## src/rtl/iter_divider_pkg.sv

```systemverilog
package iter_divider_pkg;
  localparam int SEL_W = 3;
  localparam logic [SEL_W-1:0] SEL_UDVD = 3'd0;
  localparam logic [SEL_W-1:0] SEL_UDVS = 3'd1;
  localparam logic [SEL_W-1:0] SEL_QUO  = 3'd2;
  localparam logic [SEL_W-1:0] SEL_REM  = 3'd3;
  localparam logic [SEL_W-1:0] SEL_SDVD = 3'd4;
  localparam logic [SEL_W-1:0] SEL_SDVS = 3'd5;
  localparam logic [SEL_W-1:0] SEL_STAT = 3'd6;
  localparam int STAT_READY_BIT = 0;
  localparam int STAT_DIRTY_BIT = 1;
endpackage

```

## src/rtl/idiv_step.sv

```systemverilog
// One restoring shift-subtract step: shifts one dividend bit into the
// partial remainder and emits one quotient bit.
module idiv_step #(
  parameter int DW = 32
) (
  input  logic [DW-1:0] acc_i,
  input  logic [DW-1:0] shf_i,
  input  logic [DW-1:0] den_i,
  output logic [DW-1:0] acc_o,
  output logic [DW-1:0] shf_o
);
  logic [DW:0] trial;
  logic [DW:0] diff;
  logic        take;

  always_comb begin
    trial = {acc_i, shf_i[DW-1]};
    diff  = trial - {1'b0, den_i};
    take  = ~diff[DW];
    acc_o = take ? diff[DW-1:0] : trial[DW-1:0];
    shf_o = {shf_i[DW-2:0], take};
  end
endmodule

```

## src/rtl/idiv_fixup.sv

```systemverilog
// Converts magnitude results to the final signed/unsigned encoding,
// including the zero-divisor values.
module idiv_fixup #(
  parameter int DW = 32
) (
  input  logic [DW-1:0] qmag_i,
  input  logic [DW-1:0] rmag_i,
  input  logic          sgn_i,
  input  logic          negq_i,
  input  logic          negr_i,
  input  logic          zero_i,
  input  logic          aneg_i,
  output logic [DW-1:0] quo_o,
  output logic [DW-1:0] rem_o
);
  localparam logic [DW-1:0] SMIN = {1'b1, {(DW-1){1'b0}}};
  localparam logic [DW-1:0] SMAX = {1'b0, {(DW-1){1'b1}}};

  always_comb begin
    if (zero_i) begin
      if (sgn_i) quo_o = aneg_i ? SMIN : SMAX;
      else       quo_o = '1;
    end else begin
      quo_o = negq_i ? (~qmag_i + 1'b1) : qmag_i;
    end
    rem_o = negr_i ? (~rmag_i + 1'b1) : rmag_i;
  end
endmodule

```

## src/rtl/idiv_engine.sv

```systemverilog
// Multi-bit-per-cycle divider engine with fixed latency CYCLES.
module idiv_engine #(
  parameter int DW     = 32,
  parameter int CYCLES = 8
) (
  input  logic          clk,
  input  logic          rst_n,
  input  logic          start_i,
  input  logic          signed_i,
  input  logic [DW-1:0] dvd_i,
  input  logic [DW-1:0] dvs_i,
  input  logic          cancel_i,
  output logic          done_o,
  output logic [DW-1:0] quo_o,
  output logic [DW-1:0] rem_o
);
  localparam int SPC = DW / CYCLES;
  localparam int CW  = $clog2(CYCLES + 1);

  logic [CW-1:0] cnt_q;
  logic [DW-1:0] acc_q, shf_q, den_q;
  logic          sgn_q, negq_q, negr_q, zero_q, aneg_q;

  logic          a_neg, b_neg;
  logic [DW-1:0] a_mag, b_mag;

  always_comb begin
    a_neg = signed_i & dvd_i[DW-1];
    b_neg = signed_i & dvs_i[DW-1];
    a_mag = a_neg ? (~dvd_i + 1'b1) : dvd_i;
    b_mag = b_neg ? (~dvs_i + 1'b1) : dvs_i;
  end

  logic [DW-1:0] acc_c [SPC+1];
  logic [DW-1:0] shf_c [SPC+1];

  assign acc_c[0] = acc_q;
  assign shf_c[0] = shf_q;

  for (genvar g = 0; g < SPC; g++) begin : g_step
    idiv_step #(.DW(DW)) u_step (
      .acc_i (acc_c[g]),
      .shf_i (shf_c[g]),
      .den_i (den_q),
      .acc_o (acc_c[g+1]),
      .shf_o (shf_c[g+1])
    );
  end

  always_ff @(posedge clk or negedge rst_n) begin
    if (!rst_n) begin
      cnt_q  <= '0;
      acc_q  <= '0;
      shf_q  <= '0;
      den_q  <= '0;
      sgn_q  <= 1'b0;
      negq_q <= 1'b0;
      negr_q <= 1'b0;
      zero_q <= 1'b0;
      aneg_q <= 1'b0;
    end else if (start_i) begin
      cnt_q  <= CW'(CYCLES);
      acc_q  <= '0;
      shf_q  <= a_mag;
      den_q  <= b_mag;
      sgn_q  <= signed_i;
      negq_q <= a_neg ^ b_neg;
      negr_q <= a_neg;
      zero_q <= (dvs_i == '0);
      aneg_q <= a_neg;
    end else if (cancel_i) begin
      cnt_q  <= '0;
    end else if (cnt_q != '0) begin
      acc_q  <= acc_c[SPC];
      shf_q  <= shf_c[SPC];
      cnt_q  <= cnt_q - 1'b1;
    end
  end

  assign done_o = (cnt_q == CW'(1));

  idiv_fixup #(.DW(DW)) u_fixup (
    .qmag_i (shf_c[SPC]),
    .rmag_i (acc_c[SPC]),
    .sgn_i  (sgn_q),
    .negq_i (negq_q),
    .negr_i (negr_q),
    .zero_i (zero_q),
    .aneg_i (aneg_q),
    .quo_o  (quo_o),
    .rem_o  (rem_o)
  );
endmodule

```

## src/rtl/iter_divider.sv

```systemverilog
module iter_divider
  import iter_divider_pkg::*;
#(
  parameter int DW     = 32,
  parameter int CYCLES = 8
) (
  input  logic             clk,
  input  logic             rst_n,
  input  logic             bus_wr,
  input  logic             bus_rd,
  input  logic [SEL_W-1:0] reg_sel,
  input  logic [DW-1:0]    bus_wdata,
  output logic [DW-1:0]    bus_rdata
);
  logic [DW-1:0] dvd_q, dvs_q, quo_q, rem_q;
  logic          rdy_q, dirty_q;

  logic dvd_wr, dvs_wr, op_wr, q_wr, r_wr, q_rd, alias_s;
  logic [DW-1:0] dvd_nx, dvs_nx;
  logic          eng_done;
  logic [DW-1:0] eng_q, eng_r;

  always_comb begin
    dvd_wr  = bus_wr & ((reg_sel == SEL_UDVD) | (reg_sel == SEL_SDVD));
    dvs_wr  = bus_wr & ((reg_sel == SEL_UDVS) | (reg_sel == SEL_SDVS));
    op_wr   = dvd_wr | dvs_wr;
    alias_s = (reg_sel == SEL_SDVD) | (reg_sel == SEL_SDVS);
    q_wr    = bus_wr & (reg_sel == SEL_QUO);
    r_wr    = bus_wr & (reg_sel == SEL_REM);
    q_rd    = bus_rd & ~bus_wr & (reg_sel == SEL_QUO);
    dvd_nx  = dvd_wr ? bus_wdata : dvd_q;
    dvs_nx  = dvs_wr ? bus_wdata : dvs_q;
  end

  idiv_engine #(.DW(DW), .CYCLES(CYCLES)) u_engine (
    .clk      (clk),
    .rst_n    (rst_n),
    .start_i  (op_wr),
    .signed_i (alias_s),
    .dvd_i    (dvd_nx),
    .dvs_i    (dvs_nx),
    .cancel_i (q_wr | r_wr),
    .done_o   (eng_done),
    .quo_o    (eng_q),
    .rem_o    (eng_r)
  );

  always_ff @(posedge clk or negedge rst_n) begin
    if (!rst_n) begin
      dvd_q   <= '0;
      dvs_q   <= '0;
      quo_q   <= '0;
      rem_q   <= '0;
      rdy_q   <= 1'b1;
      dirty_q <= 1'b0;
    end else begin
      if (dvd_wr) dvd_q <= bus_wdata;
      if (dvs_wr) dvs_q <= bus_wdata;
      if (op_wr) begin
        rdy_q   <= 1'b0;
        dirty_q <= 1'b1;
      end else if (q_wr) begin
        quo_q   <= bus_wdata;
        rdy_q   <= 1'b1;
        dirty_q <= 1'b1;
      end else if (r_wr) begin
        rem_q   <= bus_wdata;
      end else if (eng_done) begin
        quo_q   <= eng_q;
        rem_q   <= eng_r;
        rdy_q   <= 1'b1;
      end
      if (q_rd) dirty_q <= 1'b0;
    end
  end

  always_comb begin
    bus_rdata = '0;
    case (reg_sel)
      SEL_UDVD, SEL_SDVD: bus_rdata = dvd_q;
      SEL_UDVS, SEL_SDVS: bus_rdata = dvs_q;
      SEL_QUO:            bus_rdata = quo_q;
      SEL_REM:            bus_rdata = rem_q;
      SEL_STAT: begin
        bus_rdata[STAT_READY_BIT] = rdy_q;
        bus_rdata[STAT_DIRTY_BIT] = dirty_q;
      end
      default:            bus_rdata = '0;
    endcase
  end
endmodule

```

## config.mk

```make
export PLATFORM = sky130hd
export DESIGN_NAME = iter_divider
export DESIGN_NICKNAME = d
export VERILOG_FILES = /design/src/rtl/iter_divider_pkg.sv /design/src/rtl/idiv_step.sv /design/src/rtl/idiv_fixup.sv /design/src/rtl/idiv_engine.sv /design/src/rtl/iter_divider.sv
export SDC_FILE = /design/constraint.sdc
export NUM_CORES = 1
export LEC_CHECK = 0
export BUFFER_PORTS_ARGS = -buffer_cell sky130_fd_sc_hd__buf_2
export CAP_MARGIN = 0
export CORE_ASPECT_RATIO = 0.6
export CORE_MARGIN = 2
export CORE_UTILIZATION = 60
export CTS_CLUSTER_SIZE = 25
export DETAILED_ROUTE_END_ITERATION = 12
export HOLD_SLACK_MARGIN = 0.08
export PLACE_DENSITY = 0.84
export SYNTH_ARGS = -nofsm -noshare
export SYNTH_HDL_FRONTEND = slang
export SYNTH_SLANG_ARGS = --single-unit
```

## constraint.sdc

```tcl
create_clock -name clk -period 18.9 [get_ports clk]
set_clock_uncertainty 0.2 [all_clocks]
set_input_delay 3.78 -clock clk [delete_from_list [all_inputs] [get_ports clk]]
set_output_delay 3.78 -clock clk [all_outputs]
set_load 0.01 [all_outputs]
```

# Word level (Yosys, flattened, before mapping)
# Index checks and enable logic that the tools add are counted.
[totals]
reg_bits = 234
input_bits = 39
elab_cells = 109
[classes]
n_addsub = 9
eq_ne = 10
mux = 36
bitwise_logic = 25
n_reduce_logical = 15
[ops]
columns = ["operator", "count"]
rows = [
  ["$mux W32", 24],
  ["$sub A33 B32 Y33", 4],
  ["$add A32 B1 Y32 const B", 4],
  ["$not A32 Y32", 4],
  ["$pmux W30 S4", 1],
  ["$logic_not A32 Y1", 1],
  ["$mux W4", 3],
  ["$pmux W2 S5", 1],
  ["$eq A3 B3 Y1 const B", 3],
  ["$reduce_bool A3 Y1", 3],
  ["$and A1 B1 Y1", 8],
  ["$mux W1", 7],
  ["$not A1 Y1", 7],
  ["$eq A3 B2 Y1 const B", 2],
  ["$reduce_and A3 Y1", 2],
  ["$reduce_bool A2 Y1", 3],
  ["$or A1 B1 Y1", 5],
  ["$eq A4 B1 Y1 const B", 1],
  ["$ne A2 B2 Y1 const B", 2],
  ["$reduce_and A2 Y1", 2],
  ["$reduce_bool A4 Y1", 1],
  ["$reduce_or A2 Y1", 2],
  ["$sub A4 B1 Y4 const B", 1],
  ["$eq A3 B1 Y1 const B", 1],
  ["3 further kinds", 3],
]

# Longest topological paths before layout
[logic_depth]
ltp_word = 15
depth_mapped = 72

# Hierarchy
# A second synthesis with hierarchy kept.
[unflattened]
cells_unflattened = 2705
area_unflattened_um2 = 24522.3
[by_module_without_submodules]
columns = ["mod", "n_inst", "cells_per_inst", "area_per_inst_um2"]
rows = [
  ["idiv_step at u_engine.g_step[0].u_step ...", 3, 337, 2598.7],
  ["iter_divider", 1, 492, 6776.5],
  ["idiv_engine", 1, 580, 5605.4],
  ["idiv_step at u_engine.g_step[3].u_step", 1, 337, 2428.6],
  ["idiv_fixup", 1, 285, 1915.6],
]

# Worst setup path before layout
# No wires, ideal clock.
[synth_path]
path_type = "reg-to-reg"
start = "register u_engine.shf_q[31]"
end = "register rem_q[18]"
setup_time_ns = 0.122
arrival_time_ns = 14.603
t_required_ns = 18.578
slack_ns = 3.975
path_stages_with_launch = 69
path_cell_list = "dfrtp_1 > inv_1 > ha_1 > inv_1 > fa_1 > a211oi_2 > o21bai_1 > o32a_1 > a41o_4 > a31oi_4 > a21boi_2 > nor2_2 > buf_2 > buf_2 > clkbuf_1 > mux2_2 > ha_1 > o211ai_1 > (+33 left out) > a21o_1 > o211ai_4 > nand2_2 > inv_2 > buf_4 > clkbuf_1 > nor2_1 > a21oi_1 > ha_1 > inv_1 > a311oi_1 > and4b_1 > a31oi_1 > or3_1 > buf_2 > or4_1 > nand3_1 > a21oi_1"
[synth_between]
elab_chain_cells = 13
[synth_lines]
columns = ["item", "line", "source"]
rows = [
  ["from (decl)", "idiv_engine.sv:21", "logic [DW-1:0] acc_q, shf_q, den_q;"],
  ["from (signal assigned)", "idiv_engine.sv:64", "shf_q <= a_mag;"],
  ["from (signal assigned)", "idiv_engine.sv:75", "shf_q <= shf_c[SPC];"],
  ["$sub A33 B32 Y33", "idiv_step.sv:18", "diff = trial - {1'b0, den_i};"],
  ["$mux W32 *", "idiv_step.sv:20", "acc_o = take ? diff[DW-1:0] : trial[DW-1:0];"],
  ["$sub A33 B32 Y33", "idiv_step.sv:18", ""],
  ["$mux W32 *", "idiv_step.sv:20", ""],
  ["$sub A33 B32 Y33", "idiv_step.sv:18", ""],
  ["$mux W32 *", "idiv_step.sv:20", ""],
  ["$sub A33 B32 Y33", "idiv_step.sv:18", ""],
  ["$mux W32 *", "idiv_step.sv:20", ""],
  ["$not A32 Y32", "idiv_fixup.sv:26", "rem_o = negr_i ? (~rmag_i + 1'b1) : rmag_i;"],
  ["$add A32 B1 Y32", "idiv_fixup.sv:26", ""],
  ["$mux W32 *", "idiv_fixup.sv:26", ""],
  ["$mux W32 *", "iter_divider.sv:68", "end else if (eng_done) begin"],
  ["$mux W32 *", "iter_divider.sv:66", "end else if (r_wr) begin"],
  ["to (signal assigned)", "iter_divider.sv:67", "rem_q <= bus_wdata;"],
  ["to (signal assigned)", "iter_divider.sv:70", "rem_q <= eng_r;"],
  ["to (decl)", "iter_divider.sv:15", "logic [DW-1:0] dvd_q, dvs_q, quo_q, rem_q;"],
]
# Every way passes the cells marked *; elsewhere a longest branch is shown, timed or not. The select of a mux whose other input is x is not followed.
# A chain may end at the register's enable or synchronous reset.

# Final worst setup path
[layout_path]
start = "register u_engine.shf_q[31]"
end = "register rem_q[24]"
# Same word-level chain as after synthesis.

==> metrics.txt <==
clk sinks=approximately 230; CTS Hold Bufs=0; Syn. warnings=0; number of synthesized register bits=~230; Fill cells=3084; Chip Height=153 um; Worst path most repeated cell=inv_1; multi-input logic area=~15000 um^2; Final Cycle Share=0.941; mapped cell area=22300 um^2; vias=around 23000; Final ANT Viol Nets=0; status=completed; total track usage=0.427; mean post-synth cell area=approximately 8 um^2; clk buf depth=3; Syn-to-layout area delta=7.03%; largest net degree at the start of global routing=just over 80; Worst R2R End=rem_q[24]; Initial DRC Count=3304; first-pass iteration count of the detailed router=8; DR WL/cell=~25 um; nets@finish=a little under 3000; setup TNS=0 ns; sequential cell area=5860 um^2; Post-synth EDFFs=0; CP top delay family=compound AO/OA/AOI/OAI gates; Max stage delay on crit path=0.67 ns; startpoint types=flop; CTS tree=built; Slew HR=0.151; maximum clock frequency=56.2 MHz; vias in the first global route=between 20000 and 25000; worst path required time=approximately 19 ns; Synth top area share=0.262; most common cell in the netlist=o21ai_0; Worst R2R Path Depth=56; Inserted Clock Buffers=24; reg2reg setup slack=roughly 1.1 ns; Critical Path Sink Type=flop; Synth area leaders=dfrtp_1 (26%), ha_1 (7.6%), mux2i_1 (6.9%), o21ai_0 (6.7%), xnor2_1 (5.5%); final setup vio count=0; initial antenna violation count=3; cell accounting for the most synthesized area=dfrtp_1; Setup CP Type=reg2reg; Main synth FF type=dfrtp_1; setup bufs post-CTS=0; buffers and inverters on the worst path=8; sequential area share after synthesis=0.263; initial core utilization=0.610; final core occ=0.653; area post-placement=about 23000 um^2; drt total wl=83300 um; die area=approximately 39000 um^2; asr flop ratio synth=1.00; crit path max fanout=33; hold wc startpoint=rdy_q; Yosys cell types=96; # rows=between 50 and 60; clk root buf=clkbuf_16; synthesized instance count=around 2800; post-CTS sizing=0; Hold Path End=rdy_q; ratio of cells with drive above 1 in the final layout=0.0978; I/O pin total=between 70 and 80; synth cell count leaders=o21ai_0 (299), nand2_1 (290), dfrtp_1 (233), nor2_1 (219), a21oi_1 (214); reg2reg start=u_engine.shf_q[31]; Reg clk slew, reported paths=about 0.08 ns; Hold Path Stages=2; H-Tree Level Count=1; GR Overflow Total=0; worst-margin pin slew=between 1 and 1.5 ns; Final Hold Viols=0; design area=~24000 um^2; vias per inst=roughly 6.9; Core ar.=about 36000 um^2; Post-Syn Nets=approximately 3000; Max Cap Viol=0; RD Place Congestion=around 1.1; die width=253 um; setup repair after global routing missed its margin=no; Worst EP arrival=roughly 18 ns; hold_ws=around 0.27 ns; DP HPWL=between 60000 and 70000 um; CP max-delay cell=inv_2; worst min path class=reg2reg; drt drc=0; wire length of the first global-routing pass=around 130000 um; Final min period=approximately 18 ns; count of pins over their slew limit=0; clk_lat worst skew=around 0.55 ns; PortBufs=70
==> cell families after synthesis <==
| logic type | share of synthesized area |
|---|---|
| buffers and inverters | 0.0475 |
| XOR/XNOR | 0.0876 |
| multiplexers | 0.103 |
| AO/OA/AOI/OAI | 0.257 |
| adder cells (fa/ha/maj) | 0.0794 |
| AND/OR/NAND/NOR | 0.163 |
| flip-flops | 0.263 |
==> how the worst max path moves through the flow <==
stage	start	endpoint	slack (ns)	depth (start not counted)
after floorplan	u_engine.shf_q[31]	rem_q[18]	3.97	68
after global placement	u_engine.den_q[1]	rem_q[18]	2.25	54
after detailed placement	u_engine.den_q[1]	rem_q[18]	1.81	54
after CTS	u_engine.den_q[1]	rem_q[24]	1.71	54
after global routing	u_engine.den_q[1]	rem_q[24]	0.17	56
final	u_engine.shf_q[31]	rem_q[24]	1.11	56
==> cell type report <==
class	instances	area share
Timing Repair Buffer	105	0.0262
Inverter	140	0.0220
Tap cell	476	0.0250
Clock buffer	32	0.0286
Antenna cell	2	0.000210
Clock inverter	12	0.00514
Sequential cell	234	0.246
Multi-Input combinational cell	2278	0.647
==> state kept, by name, indices dropped and copies added, names as in the netlist, 4 cells and up <==
signal / cells
u_engine.cnt_q: 4
u_engine.shf_q: 32
quo_q: 32
dvd_q: 32
u_engine.den_q: 32
rem_q: 32
dvs_q: 32
u_engine.acc_q: 32
==> per-stage QoR <==
step	worst slack, ns	std cells
after detailed placement	1.81	3233
after CTS	1.71	3277
after global placement	2.25	3233
after floorplan	3.97	2784
final	1.11	3279
after global routing	0.166	3279
==> cell usage in the layout (no fill, tap or decap), types with 20 or more instances in the layout <==
cell	n
a211oi_1	26
dfrtp_1	233
buf_4	36
ha_1	135
nand4_1	22
inv_1	137
o22ai_1	39
a22o_1	20
nor2_1	217
o21a_1	24
nand2_1	289
or3_1	24
o31ai_1	28
o21ai_0	297
nand3_1	58
mux2_2	61
mux2i_1	154
clkbuf_16	25
a21o_1	57
nand2b_1	33
buf_2	68
xnor2_1	141
a21oi_1	211
a31oi_1	38
nor3_1	39
xor2_1	78
o211ai_1	31
==> layer usage <==
| layer | vias to the layer above | track usage | wire, um |
|---|---|---|---|
| li1 | 10100 | - | - |
| met1 | 10800 | 0.636 | 35700 |
| met2 | 1603 | 0.597 | 33200 |
| met3 | 205 | 0.116 | 11400 |
| met4 | 0 | 0.131 | 2990 |
| met5 | - | 0 | 0 |
==> tightest hold or removal path, cell delays in order, from the launching register on <==
cell     delay [ns]
dfstp_2        0.37
nand2_1        0.05
nand2_1        0.05
Power is not shown: default switching activity piles up to over one toggle a cycle in this logic, so the estimate is an artifact.
